File: config.mk
export PLATFORM = sky130hd
export DESIGN_NAME = vtag_tracker
export DESIGN_NICKNAME = d
export VERILOG_FILES = /design/src/rtl/vtag_pkg.sv /design/src/rtl/vtag_pos_track.sv /design/src/rtl/vtag_out_reg.sv /design/src/rtl/vtag_tracker.sv
export SDC_FILE = /design/constraint.sdc
export NUM_CORES = 1
export LEC_CHECK = 0
export BUFFER_PORTS_ARGS = -buffer_cell sky130_fd_sc_hd__buf_2
export CAP_MARGIN = 40
export CELL_PAD_IN_SITES_DETAIL_PLACEMENT = 0
export CELL_PAD_IN_SITES_GLOBAL_PLACEMENT = 1
export CORE_MARGIN = 2
export CORE_UTILIZATION = 41
export DETAILED_ROUTE_END_ITERATION = 8
export GPL_ROUTABILITY_DRIVEN = 0
export PLACE_DENSITY_LB_ADDON = 0.15
export REMOVE_ABC_BUFFERS = 1
export SLEW_MARGIN = 5
export SYNTH_ARGS = -nofsm -noshare
export SYNTH_HDL_FRONTEND = slang
export SYNTH_SLANG_ARGS = --single-unit
File: constraint.sdc
create_clock -name clk -period 1.95 [get_ports clk]
set_input_delay 0.39 -clock clk [delete_from_list [all_inputs] [get_ports clk]]
set_output_delay 0.39 -clock clk [all_outputs]
set_load 0.05 [all_outputs]
File: src/rtl/vtag_pkg.sv
package vtag_pkg;

  // Saturating step: one above v, but never above lim.
  function automatic int unsigned bump_sat(input int unsigned v, input int unsigned lim);
    if (v >= lim) return lim;
    return v + 32'd1;
  endfunction

  // Column of the beat after an accepted one.
  function automatic int unsigned next_col(input logic sof, input logic eol,
                                           input int unsigned col, input int unsigned lim);
    if (eol) return 32'd0;
    if (sof) return 32'd1;
    return bump_sat(col, lim);
  endfunction

  // Line of the beat after an accepted one.
  function automatic int unsigned next_line(input logic sof, input logic eol,
                                            input int unsigned line, input int unsigned lim);
    if (sof) return eol ? 32'd1 : 32'd0;
    if (eol) return bump_sat(line, lim);
    return line;
  endfunction

endpackage

File: src/rtl/vtag_pos_track.sv
module vtag_pos_track
  import vtag_pkg::*;
#(
  parameter int COL_W  = 12,
  parameter int LINE_W = 12
) (
  input  logic              clk,
  input  logic              rst,
  input  logic              accept,
  input  logic              sof,
  input  logic              eol,
  output logic [COL_W-1:0]  tag_col,
  output logic [LINE_W-1:0] tag_line,
  output logic              tag_in_frame
);
  localparam int unsigned COL_MAX  = (32'd1 << COL_W) - 32'd1;
  localparam int unsigned LINE_MAX = (32'd1 << LINE_W) - 32'd1;

  logic [COL_W-1:0]  col_q, col_d;
  logic [LINE_W-1:0] line_q, line_d;
  logic              frame_q;

  // The start-of-frame beat is tagged at the origin, whatever the counters hold.
  always_comb begin
    tag_col      = sof ? '0 : col_q;
    tag_line     = sof ? '0 : line_q;
    tag_in_frame = sof | frame_q;
    col_d  = COL_W'(next_col(sof, eol, 32'(col_q), COL_MAX));
    line_d = LINE_W'(next_line(sof, eol, 32'(line_q), LINE_MAX));
  end

  always_ff @(posedge clk) begin
    if (rst) begin
      col_q   <= '0;
      line_q  <= '0;
      frame_q <= 1'b0;
    end else if (accept) begin
      col_q   <= col_d;
      line_q  <= line_d;
      frame_q <= frame_q | sof;
    end
  end

  assert_stall_hold_R8: assert property (@(posedge clk) disable iff (rst)
    !accept |=> ($stable(col_q) && $stable(line_q)));

  assert_sof_origin_R4: assert property (@(posedge clk) disable iff (rst)
    (accept && sof && !eol) |=> (col_q == COL_W'(1) && line_q == '0));

  assert_sof_eol_R7: assert property (@(posedge clk) disable iff (rst)
    (accept && sof && eol) |=> (col_q == '0 && line_q == LINE_W'(1)));

  assert_eol_step_R6: assert property (@(posedge clk) disable iff (rst)
    (accept && !sof && eol && line_q != LINE_W'(LINE_MAX))
      |=> (col_q == '0 && line_q == LINE_W'($past(line_q) + 1'b1)));

  assert_col_sat_R9: assert property (@(posedge clk) disable iff (rst)
    (accept && !sof && !eol && col_q == COL_W'(COL_MAX)) |=> (col_q == COL_W'(COL_MAX)));

  assert_frame_sticky_R11: assert property (@(posedge clk) disable iff (rst)
    frame_q |=> frame_q);

endmodule

File: src/rtl/vtag_out_reg.sv
module vtag_out_reg #(
  parameter int DATA_W = 8,
  parameter int COL_W  = 12,
  parameter int LINE_W = 12
) (
  input  logic              clk,
  input  logic              rst,
  input  logic              load_en,
  input  logic              in_valid,
  input  logic [DATA_W-1:0] in_data,
  input  logic              in_user,
  input  logic              in_last,
  input  logic [COL_W-1:0]  in_col,
  input  logic [LINE_W-1:0] in_line,
  input  logic              in_frame,
  output logic              out_valid,
  output logic [DATA_W-1:0] out_data,
  output logic              out_user,
  output logic              out_last,
  output logic [COL_W-1:0]  out_col,
  output logic [LINE_W-1:0] out_line,
  output logic              out_frame
);
  always_ff @(posedge clk) begin
    if (rst) begin
      out_valid <= 1'b0;
      out_data  <= '0;
      out_user  <= 1'b0;
      out_last  <= 1'b0;
      out_col   <= '0;
      out_line  <= '0;
      out_frame <= 1'b0;
    end else if (load_en) begin
      out_valid <= in_valid;
      out_data  <= in_data;
      out_user  <= in_user;
      out_last  <= in_last;
      out_col   <= in_col;
      out_line  <= in_line;
      out_frame <= in_frame;
    end
  end

  assert_hold_R3: assert property (@(posedge clk) disable iff (rst)
    (out_valid && !load_en) |=> (out_valid && $stable(out_data) && $stable(out_col)
                                 && $stable(out_line) && $stable(out_user)
                                 && $stable(out_last) && $stable(out_frame)));

  assert_load_R10: assert property (@(posedge clk) disable iff (rst)
    (load_en && in_valid) |=> (out_valid && out_data == $past(in_data)));

endmodule

File: src/rtl/vtag_tracker.sv
module vtag_tracker #(
  parameter int DATA_W = 8,
  parameter int COL_W  = 12,
  parameter int LINE_W = 12
) (
  input  logic              clk,
  input  logic              rst,
  input  logic [DATA_W-1:0] s_tdata,
  input  logic              s_tvalid,
  output logic              s_tready,
  input  logic              s_tuser,
  input  logic              s_tlast,
  output logic [DATA_W-1:0] m_tdata,
  output logic              m_tvalid,
  input  logic              m_tready,
  output logic              m_tuser,
  output logic              m_tlast,
  output logic [COL_W-1:0]  m_col,
  output logic [LINE_W-1:0] m_line,
  output logic              m_in_frame
);
  logic              beat_accept;
  logic [COL_W-1:0]  cur_col;
  logic [LINE_W-1:0] cur_line;
  logic              cur_in_frame;

  assign s_tready    = m_tready;
  assign beat_accept = s_tvalid & m_tready;

  vtag_pos_track #(.COL_W(COL_W), .LINE_W(LINE_W)) u_track (
    .clk          (clk),
    .rst          (rst),
    .accept       (beat_accept),
    .sof          (s_tuser),
    .eol          (s_tlast),
    .tag_col      (cur_col),
    .tag_line     (cur_line),
    .tag_in_frame (cur_in_frame)
  );

  vtag_out_reg #(.DATA_W(DATA_W), .COL_W(COL_W), .LINE_W(LINE_W)) u_out (
    .clk       (clk),
    .rst       (rst),
    .load_en   (m_tready),
    .in_valid  (s_tvalid),
    .in_data   (s_tdata),
    .in_user   (s_tuser),
    .in_last   (s_tlast),
    .in_col    (cur_col),
    .in_line   (cur_line),
    .in_frame  (cur_in_frame),
    .out_valid (m_tvalid),
    .out_data  (m_tdata),
    .out_user  (m_tuser),
    .out_last  (m_tlast),
    .out_col   (m_col),
    .out_line  (m_line),
    .out_frame (m_in_frame)
  );

  assert_reset_idle_R1: assert property (@(posedge clk)
    $past(rst) |-> !m_tvalid);

  assert_sof_tag_R4: assert property (@(posedge clk) disable iff (rst)
    (m_tvalid && m_tuser) |-> (m_col == '0 && m_line == '0 && m_in_frame));

endmodule

After elaboration in Yosys (flattened, before gate mapping)
Index checks and enable logic that the tools add are counted.
{"block": "totals", "regBits": 61, "out_inout_bits": 37}
{"block": "op_classes", "n_addsub": 2, "n_lt_le_gt_ge": 2, "mux": 24, "bitwise": 2, "n_reduce_logical": 2}
{"cell": "two-way mux 12 bit", "n": 11}
{"cell": "adder 12 x 1 -> 12 bit (second input constant)", "n": 2}
{"cell": "greater-or-equal comparator 12 bit (second input constant)", "n": 2}
{"cell": "two-way mux 1 bit", "n": 13}
{"cell": "AND reduction 2 bit", "n": 1}
{"cell": "nonzero test 2 bit", "n": 1}
{"cell": "AND 1 bit", "n": 1}
{"cell": "OR 1 bit", "n": 1}

Depth between registers and ports, before layout
Gate-level depths: netlist of the first run.
{"block": "logic_depth", "depth_word": 8, "mapped_depth": 6, "ltp_nobuf": 5}

Hierarchy
A second synthesis of the first run with hierarchy kept.
{"block": "unflattened", "hier_cells": 333, "hier_area_um2": 2941.6}
{"module": "vtag_pos_track", "n_inst": 1, "cells_each": 215, "area_per_inst_um2": 1621.6, "seq_area_each_um2": 500.5}
{"module": "vtag_out_reg", "n_inst": 1, "cells_each": 116, "area_per_inst_um2": 1306.3, "seq_area_each_um2": 720.7}
{"module": "vtag_tracker", "n_inst": 1, "cells_each": 2, "area_per_inst_um2": 13.8, "seq_area_each_um2": 0.0}

Worst setup path after synthesis of the first run
OpenSTA, ideal clock, no wires.
{"block": "synth_path", "path_type": "register to register", "from": "register u_track.col_q[0]", "to": "register u_track.col_q[0]", "arrival_time_ps": 1410, "required_time_ps": 1879, "slack_ps": 469, "path_stages_with_launch": 6, "path_buffers": 0, "synth_period_minus_slack_ps": 1481, "path_cell_list": "dfxtp_1 > ha_1 > and3_1 > nand4_4 > a311o_1 > a21oi_1"}
{"block": "synth_via", "elab_chain_len": 7, "word_cells_on_any_way": 9}
{"item": "start, declared", "line": "vtag_pos_track.sv:19", "source": "logic [COL_W-1:0] col_q, col_d;"}
{"item": "start signal, assigned", "line": "vtag_pos_track.sv:38", "source": "col_q <= col_d;"}
{"item": "greater-or-equal comparator 12 bit", "line": "vtag_pkg.sv:5", "source": "if (v >= lim) return lim;"}
{"item": "two-way mux 1 bit", "line": "vtag_pkg.sv:5"}
{"item": "two-way mux 1 bit", "line": "vtag_pkg.sv:14", "source": "return bump_sat(col, lim);"}
{"item": "two-way mux 1 bit", "line": "vtag_pkg.sv:13", "source": "if (sof) return 32'd1;"}
{"item": "two-way mux 12 bit *", "line": "vtag_pkg.sv:6", "source": "return v + 32'd1;"}
{"item": "two-way mux 12 bit *", "line": "vtag_pkg.sv:14"}
{"item": "two-way mux 12 bit *", "line": "vtag_pkg.sv:13"}
Mark *: on every way between the ends. The rest lies on a longest branch, timed or not. The select of a mux whose other input is x is not followed.
A chain may end at the register's enable or synchronous reset.

Worst setup path in the final report of the first run
{"block": "layout_path", "from": "register u_track.line_q[0]", "to": "register u_track.line_q[0]"}
{"block": "layout_via", "elab_chain_len": 8, "word_cells_on_any_way": 10}
{"item": "start, declared", "line": "vtag_pos_track.sv:20", "source": "logic [LINE_W-1:0] line_q, line_d;"}
{"item": "start signal, assigned", "line": "vtag_pos_track.sv:39", "source": "line_q <= line_d;"}
{"item": "greater-or-equal comparator 12 bit", "line": "vtag_pkg.sv:5"}
{"item": "two-way mux 1 bit", "line": "vtag_pkg.sv:5"}
{"item": "two-way mux 1 bit (2 in a row)", "line": "vtag_pkg.sv:21", "source": "if (eol) return bump_sat(line, lim);"}
{"item": "two-way mux 12 bit *", "line": "vtag_pkg.sv:6"}
{"item": "two-way mux 12 bit *", "line": "vtag_pkg.sv:21"}
{"item": "two-way mux 12 bit *", "line": "vtag_pkg.sv:22", "source": "return line;"}
{"item": "two-way mux 12 bit *", "line": "vtag_pkg.sv:21"}
Marked as above.

==> results of run 1 <==
-- final timing paths --
path,startpoint,end,slack [ns],cells past startpoint
worst max-delay path,u_track.line_q[0]$_SDFFE_PP0P_,u_track.line_q[0]$_SDFFE_PP0P_,0.20,6
worst min-delay path,s_tdata[2],u_out.out_data[2]$_SDFFE_PP0P_,0.29,3
worst max register to register,u_track.line_q[0]$_SDFFE_PP0P_,u_track.line_q[0]$_SDFFE_PP0P_,0.20,6
worst min register to register,u_out.out_col[1]$_SDFFE_PP0P_,u_out.out_col[1]$_SDFFE_PP0P_,0.46,2
-- layer usage --
layer	part of all wire [%]	vias to the layer above
li1	-	1249
met1	52	1091
met2	40	77
met3	6.6	8
met4	1.3	0
met5	0	-
-- through the flow --
step | instance area, um^2 | total power (W) | hold WS, ns
after floorplan | 2630 | 0.00141 | 0.437
after global routing | 3280 | 0.00268 | 0.300
after CTS | 3270 | 0.00262 | 0.276
final | 3280 | 0.00257 | 0.294
after global placement | 3080 | 0.00152 | 0.451
after detailed placement | 3080 | 0.00152 | 0.457
-- layout make-up --
class	count	area, um^2	area share (%)
multi-input combinational	228	1400	42.6
sequential	61	1220	37.2
timing repair buffer	65	363	11.1
clock buffer	11	141	4.31
tap	77	96.3	2.94
clock inverter	5	50.0	1.52
inverter	3	11.3	0.343
-- state kept, by name, indices dropped and copies added (netlist names) --
| register | count |
|---|---|
| u_out.out_col | 12 |
| u_out.out_line | 12 |
| u_track.col_q | 12 |
| u_track.line_q | 12 |
| u_out.out_data | 8 |
| u_out.out_frame | 1 |
| u_out.out_last | 1 |
| u_out.out_user | 1 |
| u_out.out_valid | 1 |
| u_track.frame_q | 1 |
-- placed cells by master (no fill, tap or decap), types with 3 or more instances in the layout --
master	count
nand2_1	9
nor2b_1	20
buf_2	50
a41oi_1	4
clkbuf_8	10
a31oi_1	7
a21oi_1	41
buf_4	15
and4_1	5
a211oi_1	4
o21ai_0	16
nand4_1	7
nand3_1	14
and3_1	5
nand2b_1	10
nor2_1	38
nor3_1	5
dfxtp_1	61
mux2i_1	11
nor4_1	3
and2_1	4
clkinv_2	4
-- report_power, final --
part / switching [W] / internal [W]
Combinational: 0.000151 / 0.0000650
Clock: 0.000463 / 0.000616
Sequential: 0.0000108 / 0.00126
Total: 0.000626 / 0.00195
-- kinds of logic (layout without fill, tap and decap cells) --
group           Yosys count  after routing  share of synthesized area [%]
simple gates            131            131                           27.8
buf+inv                  26             84                           4.43
mux                      11             11                           4.02
fa+ha+maj                 2              2                          0.913
flops                    61             61                           44.5
compound gates           84             84                           18.3
-- tightest hold or removal path, cell delays in order --
cell and delay, ns:
buf_2 0.07, mux2i_1 0.05, nor2_1 0.07
-- timing repair --
action / CTS / global route
endpoints found under the setup margin: 0 / 1
gates resized for setup: 0 / 0
buffers inserted: 0 / 1
==> reports/metrics.yaml, run 1 <==
dp.cells: 433
first_pass_iters: 7
vdd_drop_max_mv: 0.397
core_um2: 6420
gr-usage-met3_pct: 3.85
pin_count: 51
numPortBuffers: 50
ys_ff_latch: 61
worstPathArrival_ns: 1.99
cp.required_ns: 2.19
drc: 3
die-area_um2: 7360
critPathLaunchType: "flip-flop"
critPathMaxStageDelay_ns: 0.43
pre_cts_ws_ns: 0.215
antenna_left: 0
area_growth_pct: 19.7
synth_commonest_cells: "dfxtp_1, a21oi_1, nor2_1, nor2b_1, o21ai_0"
ys.flop_type: "dfxtp_1"
drive_above_1_share_pct: 23.3
die_y_um: 85.8
fill_cells: 633
grt_util_all_layers_pct: 18.0
hold_violations: 0
hold_buffers: 0
drt_iter0_drc: 129
cts.sinks: 61
dp_hpwl_um: 4380
grt_max_degree: 34
clk_latency_ns: 0.33
final_util_pct: 51.1
syn_area_per_cell_um2: 8.70
slew-limit-headroom_pct: 70.0
setup_viol: 0
cts_made_buffers: 9
period_minus_slack_ns: 1.75
tns_ns: 0
end_kind: "flip-flop"
grt_pass1_wl_um: 10600
async_flop_share_pct: 0
busiest_layer: "met1"
core.rowCount: 29
syn_area_um2: 2740
die_w_um: 85.8
fin_nets: 384
antenna_cells: 0
cp_slowest_cell: "dfxtp_1"
setup_ws_ns: 0.200
start_util_pct: 42.7
cts_buffer_depth: 2
root_buffer: "clkbuf_8"
min_path_type: "in2reg"
num_vias: 2425
critical_path_class: "reg2reg"
cp_max_fo: 7
cp_top_family: "simple AND/OR/NAND/NOR gates"
maxCapViolations: 0
wl_um: 6240
tightest_slew_ns: 0.448
violations: "DRC"
synth.most_common_cell: "dfxtp_1"
synth_edf_count: 0
period_share_pct: 89.7
grt_pass1_vias: 2137
netlist_top_cells_area: "dfxtp_1, a21oi_1, nor2_1"
antenna_found_initial: 0
powerDensity_nw_per_um2: 783
vias_per_cell: 5.39
max_freq_mhz: 572
cts.reportedPaths.clkPinSlew_ns: 0.07
wire_per_inst_um: 13.9
rsz0062_at_grt: "no"
path_cells: "ha_1 -> nand3_1 -> nor4_4 -> buf_4 -> nor2_1 -> nor4_2"
status: "finished with violations"
htreeDepth: 3
yosysTopAreaCell: "dfxtp_1"
grtUsageMet2_pct: 23.9
gr-total-overflow: 0
seq_area_frac_synth_pct: 44.5
cts_tree: "done"
yosys.cell_types.count: 45
synth.top_cell.area_share_pct: 44.5
fin_skew_ns: 0.00822
synthCells: 315
power.leakage_nw: 1.40
crit_buf_inv: 1
grtUsageMet1_pct: 27.4
finalMaxSlewViolations: 0
final_cells: 450
yosysWarnings: 0
Note: power is estimated with default switching activity, not from simulation.
==> inputs of run 2 (changes only) <==
--- a/config.mk
+++ b/config.mk
@@ -5,17 +5,17 @@
 export SDC_FILE = /design/constraint.sdc
 export NUM_CORES = 1
 export LEC_CHECK = 0
+export ABC_AREA = 1
 export BUFFER_PORTS_ARGS = -buffer_cell sky130_fd_sc_hd__buf_2
 export CAP_MARGIN = 40
 export CELL_PAD_IN_SITES_DETAIL_PLACEMENT = 0
 export CELL_PAD_IN_SITES_GLOBAL_PLACEMENT = 1
 export CORE_MARGIN = 2
-export CORE_UTILIZATION = 41
+export CORE_UTILIZATION = 39
 export DETAILED_ROUTE_END_ITERATION = 8
 export GPL_ROUTABILITY_DRIVEN = 0
 export PLACE_DENSITY_LB_ADDON = 0.15
 export REMOVE_ABC_BUFFERS = 1
-export SLEW_MARGIN = 5
 export SYNTH_ARGS = -nofsm -noshare
 export SYNTH_HDL_FRONTEND = slang
 export SYNTH_SLANG_ARGS = --single-unit
==> reports/metrics.yaml, run 2 <==
grt_pass1_wl_um: 11300
antenna_left: 0
min_path_type: "in2reg"
final-seq-area_um2: 1220
wl_met2_um: 2650
pre_cts_ws_ns: 0.366
critPathLaunchType: "flip-flop"
synth.most_common_cell: "nand2_1"
die_y_um: 88.5
fill_cells: 738
core_um2: 6870
synth_edf_count: 0
core.rowCount: 30
async_flop_share_pct: 0
maxCapViolations: 0
setup_viol: 0
root_buffer: "clkbuf_8"
seq_area_frac_synth_pct: 43.8
powerDensity_nw_per_um2: 775
finalMaxSlewViolations: 0
hold_violations: 0
synth.top_cell.area_share_pct: 43.8
dr_wl_met3_um: 285
vdd_drop_max_mv: 0.307
area_growth_pct: 18.7
worstPathArrival_ns: 1.73
drt_iter0_drc: 127
die_w_um: 88.5
fin_skew_ns: 0.00801
antenna_found_initial: 0
syn_area_um2: 2790
dp_hpwl_um: 4500
cp.required_ns: 2.20
ys.flop_type: "dfxtp_1"
mostFrequentLayoutCells: "nand2_1, dfxtp_1, buf_2"
grt_pass1_vias: 2395
hold_buffers: 0
gr-total-overflow: 0
wire_per_inst_um: 12.0
synthCells: 397
grt_util_all_layers_pct: 18.3
pin_count: 51
tightest_slew_ns: 0.510
drc: 0
num_vias: 2619
synth_commonest_cells: "nand2_1, dfxtp_1, a21oi_1, nor2_1, nand3_1"
m1WireLength_um: 3620
yosysWarnings: 0
cts_tree: "done"
tns_ns: 0
stdcell_area_um2: 3310
grt_max_degree: 49
fin_nets: 464
setup_ws_ns: 0.473
top_layer_used: "met4"
status: "completed"
vias_per_cell: 4.79
cts_resized: 0
period_minus_slack_ns: 1.48
power.leakage_nw: 1.34
numPortBuffers: 50
first_pass_iters: 5
cts.reportedPaths.clkPinSlew_ns: 0.07
yosys.cell_types.count: 31
clk_latency_ns: 0.33
multi_input_area_um2: 1410
max_freq_mhz: 677
end_kind: "flip-flop"
syn_area_per_cell_um2: 7.02
htreeDepth: 3
rsz0062_at_grt: "no"
slew-limit-headroom_pct: 66.0
start_util_pct: 40.6
yosysTopAreaCell: "dfxtp_1"
period_share_pct: 75.8
cts.sinks: 61
final_common_cell: "nand2_1"
critical_path_class: "reg2reg"
die-area_um2: 7840
postCtsSetupBuffers: 0
dp.cells: 533
ys_ff_latch: 61
drive_above_1_share_pct: 19.1
cts_buffer_depth: 2
final_cells: 547
cp_max_fo: 6
dpl_cell_area_um2: 3130
wl_um: 6570
antenna_cells: 0
cts_made_buffers: 9
netlist_top_cells_area: "dfxtp_1, nand2_1, a21oi_1"
## run 2: cell count changes in the layout (fill, tap and decap cells not counted), sizes merged, moves of 8 or more
cell,delta
a21oi,+9
inv,+15
mux2i,-11
nand2,+125
nand2b,-10
nand3,+10
nor2,+9
nor2b,-20
o21ai,+8
## run 2: logic make-up after synthesis
family,synth area share [%]
xor gates and xnor gates,0.314
DFF,43.8
buffers and inverters,5.48
and+or+nand+nor,35.7
adders and majority gates,0.898
AOI/OAI and AO/OA,13.8
## run 2: metrics by stage
stage / util (%) / hold slack, ns / power [W]
global placement: 45.5 / 0.449 / 0.00152
detailed placement: 45.5 / 0.453 / 0.00152
finish: 48.2 / 0.284 / 0.00256
floorplan: - / 0.430 / 0.00143
CTS: 48.2 / 0.273 / 0.00260
global route: 48.2 / 0.270 / 0.00268
## run 2: worst paths after layout
check	from	to	slack [ns]	cells past startpoint
max	u_track.col_q[1]$_SDFFE_PP0P_	u_track.col_q[8]$_SDFFE_PP0P_	0.47	7
min	s_tdata[2]	u_out.out_data[2]$_SDFFE_PP0P_	0.28	3
min reg2reg	u_out.out_line[2]$_SDFFE_PP0P_	u_out.out_line[2]$_SDFFE_PP0P_	0.46	2
max reg2reg	u_track.col_q[1]$_SDFFE_PP0P_	u_track.col_q[8]$_SDFFE_PP0P_	0.47	7
## run 2: cell type report
class | instances | share of cell area [%]
multi-input combinational | 301 | 42.7
sequential | 61 | 36.9
timing repair buffer | 58 | 9.38
clock buffer | 12 | 4.39
tap | 96 | 3.63
inverter | 17 | 1.93
clock inverter | 2 | 1.06
## run 2: critical path, stage by stage, from the launching register on
cell and delay, ns:
dfxtp_1 0.41, ha_1 0.22, nand3_1 0.13, nor2_4 0.18, nand3_1 0.18, nand3_1 0.13
nand2_1 0.05, a21oi_1 0.11
## run 2: report_power, final
group	total (W)	leakage, nW	switching [W]	internal, W
clock network	0.00107	0.0923	0.000458	0.000610
logic	0.000215	0.758	0.000164	0.0000511
registers	0.00128	0.495	0.0000106	0.00127
total	0.00256	1.34	0.000633	0.00193
## run 2: layer usage
layer  GRT usage [%]  up-vias
li1                -     1392
met1            26.7     1170
met2            26.7       55
met3            4.85        2
met4            5.23        0
met5               0        -
==> inputs of run 3 (changes only) <==
--- a/config.mk
+++ b/config.mk
@@ -5,13 +5,13 @@
 export SDC_FILE = /design/constraint.sdc
 export NUM_CORES = 1
 export LEC_CHECK = 0
-export ABC_AREA = 1
+export ABC_AREA = 0
 export BUFFER_PORTS_ARGS = -buffer_cell sky130_fd_sc_hd__buf_2
 export CAP_MARGIN = 40
 export CELL_PAD_IN_SITES_DETAIL_PLACEMENT = 0
 export CELL_PAD_IN_SITES_GLOBAL_PLACEMENT = 1
 export CORE_MARGIN = 2
-export CORE_UTILIZATION = 39
+export CORE_UTILIZATION = 41
 export DETAILED_ROUTE_END_ITERATION = 8
 export GPL_ROUTABILITY_DRIVEN = 0
 export PLACE_DENSITY_LB_ADDON = 0.15
==> constraint.sdc (replaced) <==
create_clock -name clk -period 1.5 [get_ports clk]
set_input_delay 0.3 -clock clk [delete_from_list [all_inputs] [get_ports clk]]
set_output_delay 0.3 -clock clk [all_outputs]
set_load 0.05 [all_outputs]
==> reports/metrics.yaml, run 3 (synthesis gave the netlist of run 1 again) <==
antenna_found_initial: 0
grt_util_all_layers_pct: 19.1
wire_per_inst_um: 13.7
grt_pass1_wl_um: 11000
r2r-start: "u_track.col_q[1]$_SDFFE_PP0P_"
end_kind: "flip-flop"
min_path_cells: 3
fin_skew_ns: 0.00649
dp_hpwl_um: 4660
htreeDepth: 3
antenna_left: 0
power.leakage_nw: 1.58
dp.cells: 462
fill_cells: 593
period_minus_slack_ns: 1.43
cts_buffer_depth: 2
max_freq_mhz: 698
clk_latency_ns: 0.34
final_util_pct: 55.9
crit_buf_inv: 1
numPortBuffers: 50
vias_per_cell: 5.31
min_path_type: "in2reg"
tightest_slew_ns: 0.376
gr-total-overflow: 0
slew-limit-headroom_pct: 74.9
reg2reg_setup_slack_ns: 0.07
dr_wl_met3_um: 402
cts.sinks: 61
pwr-share-comb_pct: 8.3
top_layer_used: "met4"
area_growth_pct: 30.9
rr_worst_depth: 6
wl_um: 6630
cp_slowest_cell: "dfxtp_1"
final_cells: 482
maxCapViolations: 0
core_um2: 6420
switching_share_pct: 23.2
cp.depth: 6
cp.required_ns: 1.78
holdPathEnd: "u_out.out_data[6]$_SDFFE_PP0P_"
critPathMaxStageDelay_ns: 0.34
cts.reportedPaths.clkPinSlew_ns: 0.06
period_share_pct: 95.5
pin_count: 51
first_pass_iters: 8
status: "finished with violations"
hold_buffers: 0
cts_tree: "done"
hold_violations: 0
p_int_w: 0.00276
multi_input_area_um2: 1430
p_seq_share_pct: 46.0
die_w_um: 85.8
die-area_um2: 7360
stdcell_area_um2: 3590
cp_max_fo: 7
fin_nets: 416
start_util_pct: 42.7
core.rowCount: 29
root_buffer: "clkbuf_8"
m1WireLength_um: 3380
cp_top_family: "simple AND/OR/NAND/NOR gates"
violations: "DRC"
wl_met2_um: 2710
num_vias: 2558
cts_made_buffers: 9
critPathLaunchType: "flip-flop"
critical_path_class: "reg2reg"
mostFrequentLayoutCells: "dfxtp_1, buf_2, buf_4"
finalMaxSlewViolations: 0
die_y_um: 85.8
setup_viol: 0
powerDensity_nw_per_um2: 1000
final_common_cell: "dfxtp_1"
vdd_drop_max_mv: 0.586
worstHoldStart: "s_tdata[6]"
path_cells: "ha_2 -> and3_4 -> nand4_4 -> buf_4 -> a41o_1 -> nor2_1"
grt_max_degree: 36
dpl_cell_area_um2: 3300
drt_iter0_drc: 120
r2r-end: "u_track.col_q[5]$_SDFFE_PP0P_"
drive_above_1_share_pct: 31.6
clockPowerShare_pct: 45.6
grt_pass1_vias: 2322
antenna_cells: 0
worstPathArrival_ns: 1.71
drc: 3
power_switching_w: 0.000835
final-seq-area_um2: 1220
run 3: changes by cell type in the layout (fill, tap and decap cells not counted), sizes merged, moves of 7 or more:
| cell | before | now |
|---|---|---|
| buf | 58 | 97 |
| o21ai | 24 | 16 |
| nand2b | 0 | 10 |
| inv | 17 | 2 |
| nand2 | 135 | 10 |
| nand3 | 24 | 14 |
| nor2 | 47 | 38 |
| mux2i | 0 | 11 |
| a31oi | 0 | 7 |
| nor2b | 0 | 20 |
| a21oi | 50 | 41 |
run 3: layer usage:
layer | vias up | global-route usage [%]
li1 | 1310 | -
met1 | 1166 | 28.4
met2 | 71 | 25.9
met3 | 11 | 4.14
met4 | 0 | 9.09
met5 | - | 0
run 3: power by group through the flow:
stage               combinational, W  sequential [W]  clock (W)
global route                0.000327         0.00166    0.00176
finish                      0.000299         0.00165    0.00164
detailed placement          0.000302         0.00169          0
floorplan                  0.0000743         0.00176          0
global placement            0.000300         0.00169          0
CTS                         0.000302         0.00165    0.00169
run 3: what timing repair did:
action                                  4_1_cts  5_1_grt
setup buffers                                 0        4
pin swaps                                     1        4
endpoints found under the setup margin        3       15
gates resized for setup                       2        9
run 3: worst register-to-register path: cells and delay by family (launching register included):
kind	cells	cell delay, ns
compound gates	1	0.22
fa+ha+maj	1	0.21
buf+inv	1	0.17
flops	1	0.34
simple gates	3	0.42
run 3: cell type report:
cell class,instances,area share [%]
inverter,3,0.314
clock buffer,12,4.33
sequential,61,34.1
timing repair buffer,97,16.8
tap,77,2.69
clock inverter,4,1.95
multi-input combinational,228,39.8
run 3: worst max-delay path by stage:
stage                                               from  slack [ns]                              to
after global routing       u_track.col_q[1]$_SDFFE_PP0P_      -0.006   u_track.col_q[5]$_SDFFE_PP0P_
after floorplan            u_track.col_q[0]$_SDFFE_PP0P_        0.02   u_track.col_q[0]$_SDFFE_PP0P_
final                      u_track.col_q[1]$_SDFFE_PP0P_        0.07   u_track.col_q[5]$_SDFFE_PP0P_
after global placement    u_track.line_q[0]$_SDFFE_PP0P_       -0.03  u_track.line_q[9]$_SDFFE_PP0P_
after CTS                 u_track.line_q[9]$_SDFFE_PP0P_       0.002  u_track.line_q[0]$_SDFFE_PP0P_
after detailed placement   u_track.col_q[0]$_SDFFE_PP0P_       -0.01   u_track.col_q[0]$_SDFFE_PP0P_
run 3: per-stage QoR:
stage | total power, W | worst slack (ns) | hold slack [ns] | TNS (ns)
after floorplan | 0.00184 | 0.0203 | 0.369 | 0
after global placement | 0.00199 | -0.0293 | 0.452 | -0.0434
after detailed placement | 0.00199 | -0.0140 | 0.458 | -0.0233
after CTS | 0.00364 | 0.00181 | 0.182 | 0
after global routing | 0.00374 | -0.00551 | 0.220 | -0.00551
final | 0.00359 | 0.0674 | 0.195 | 0
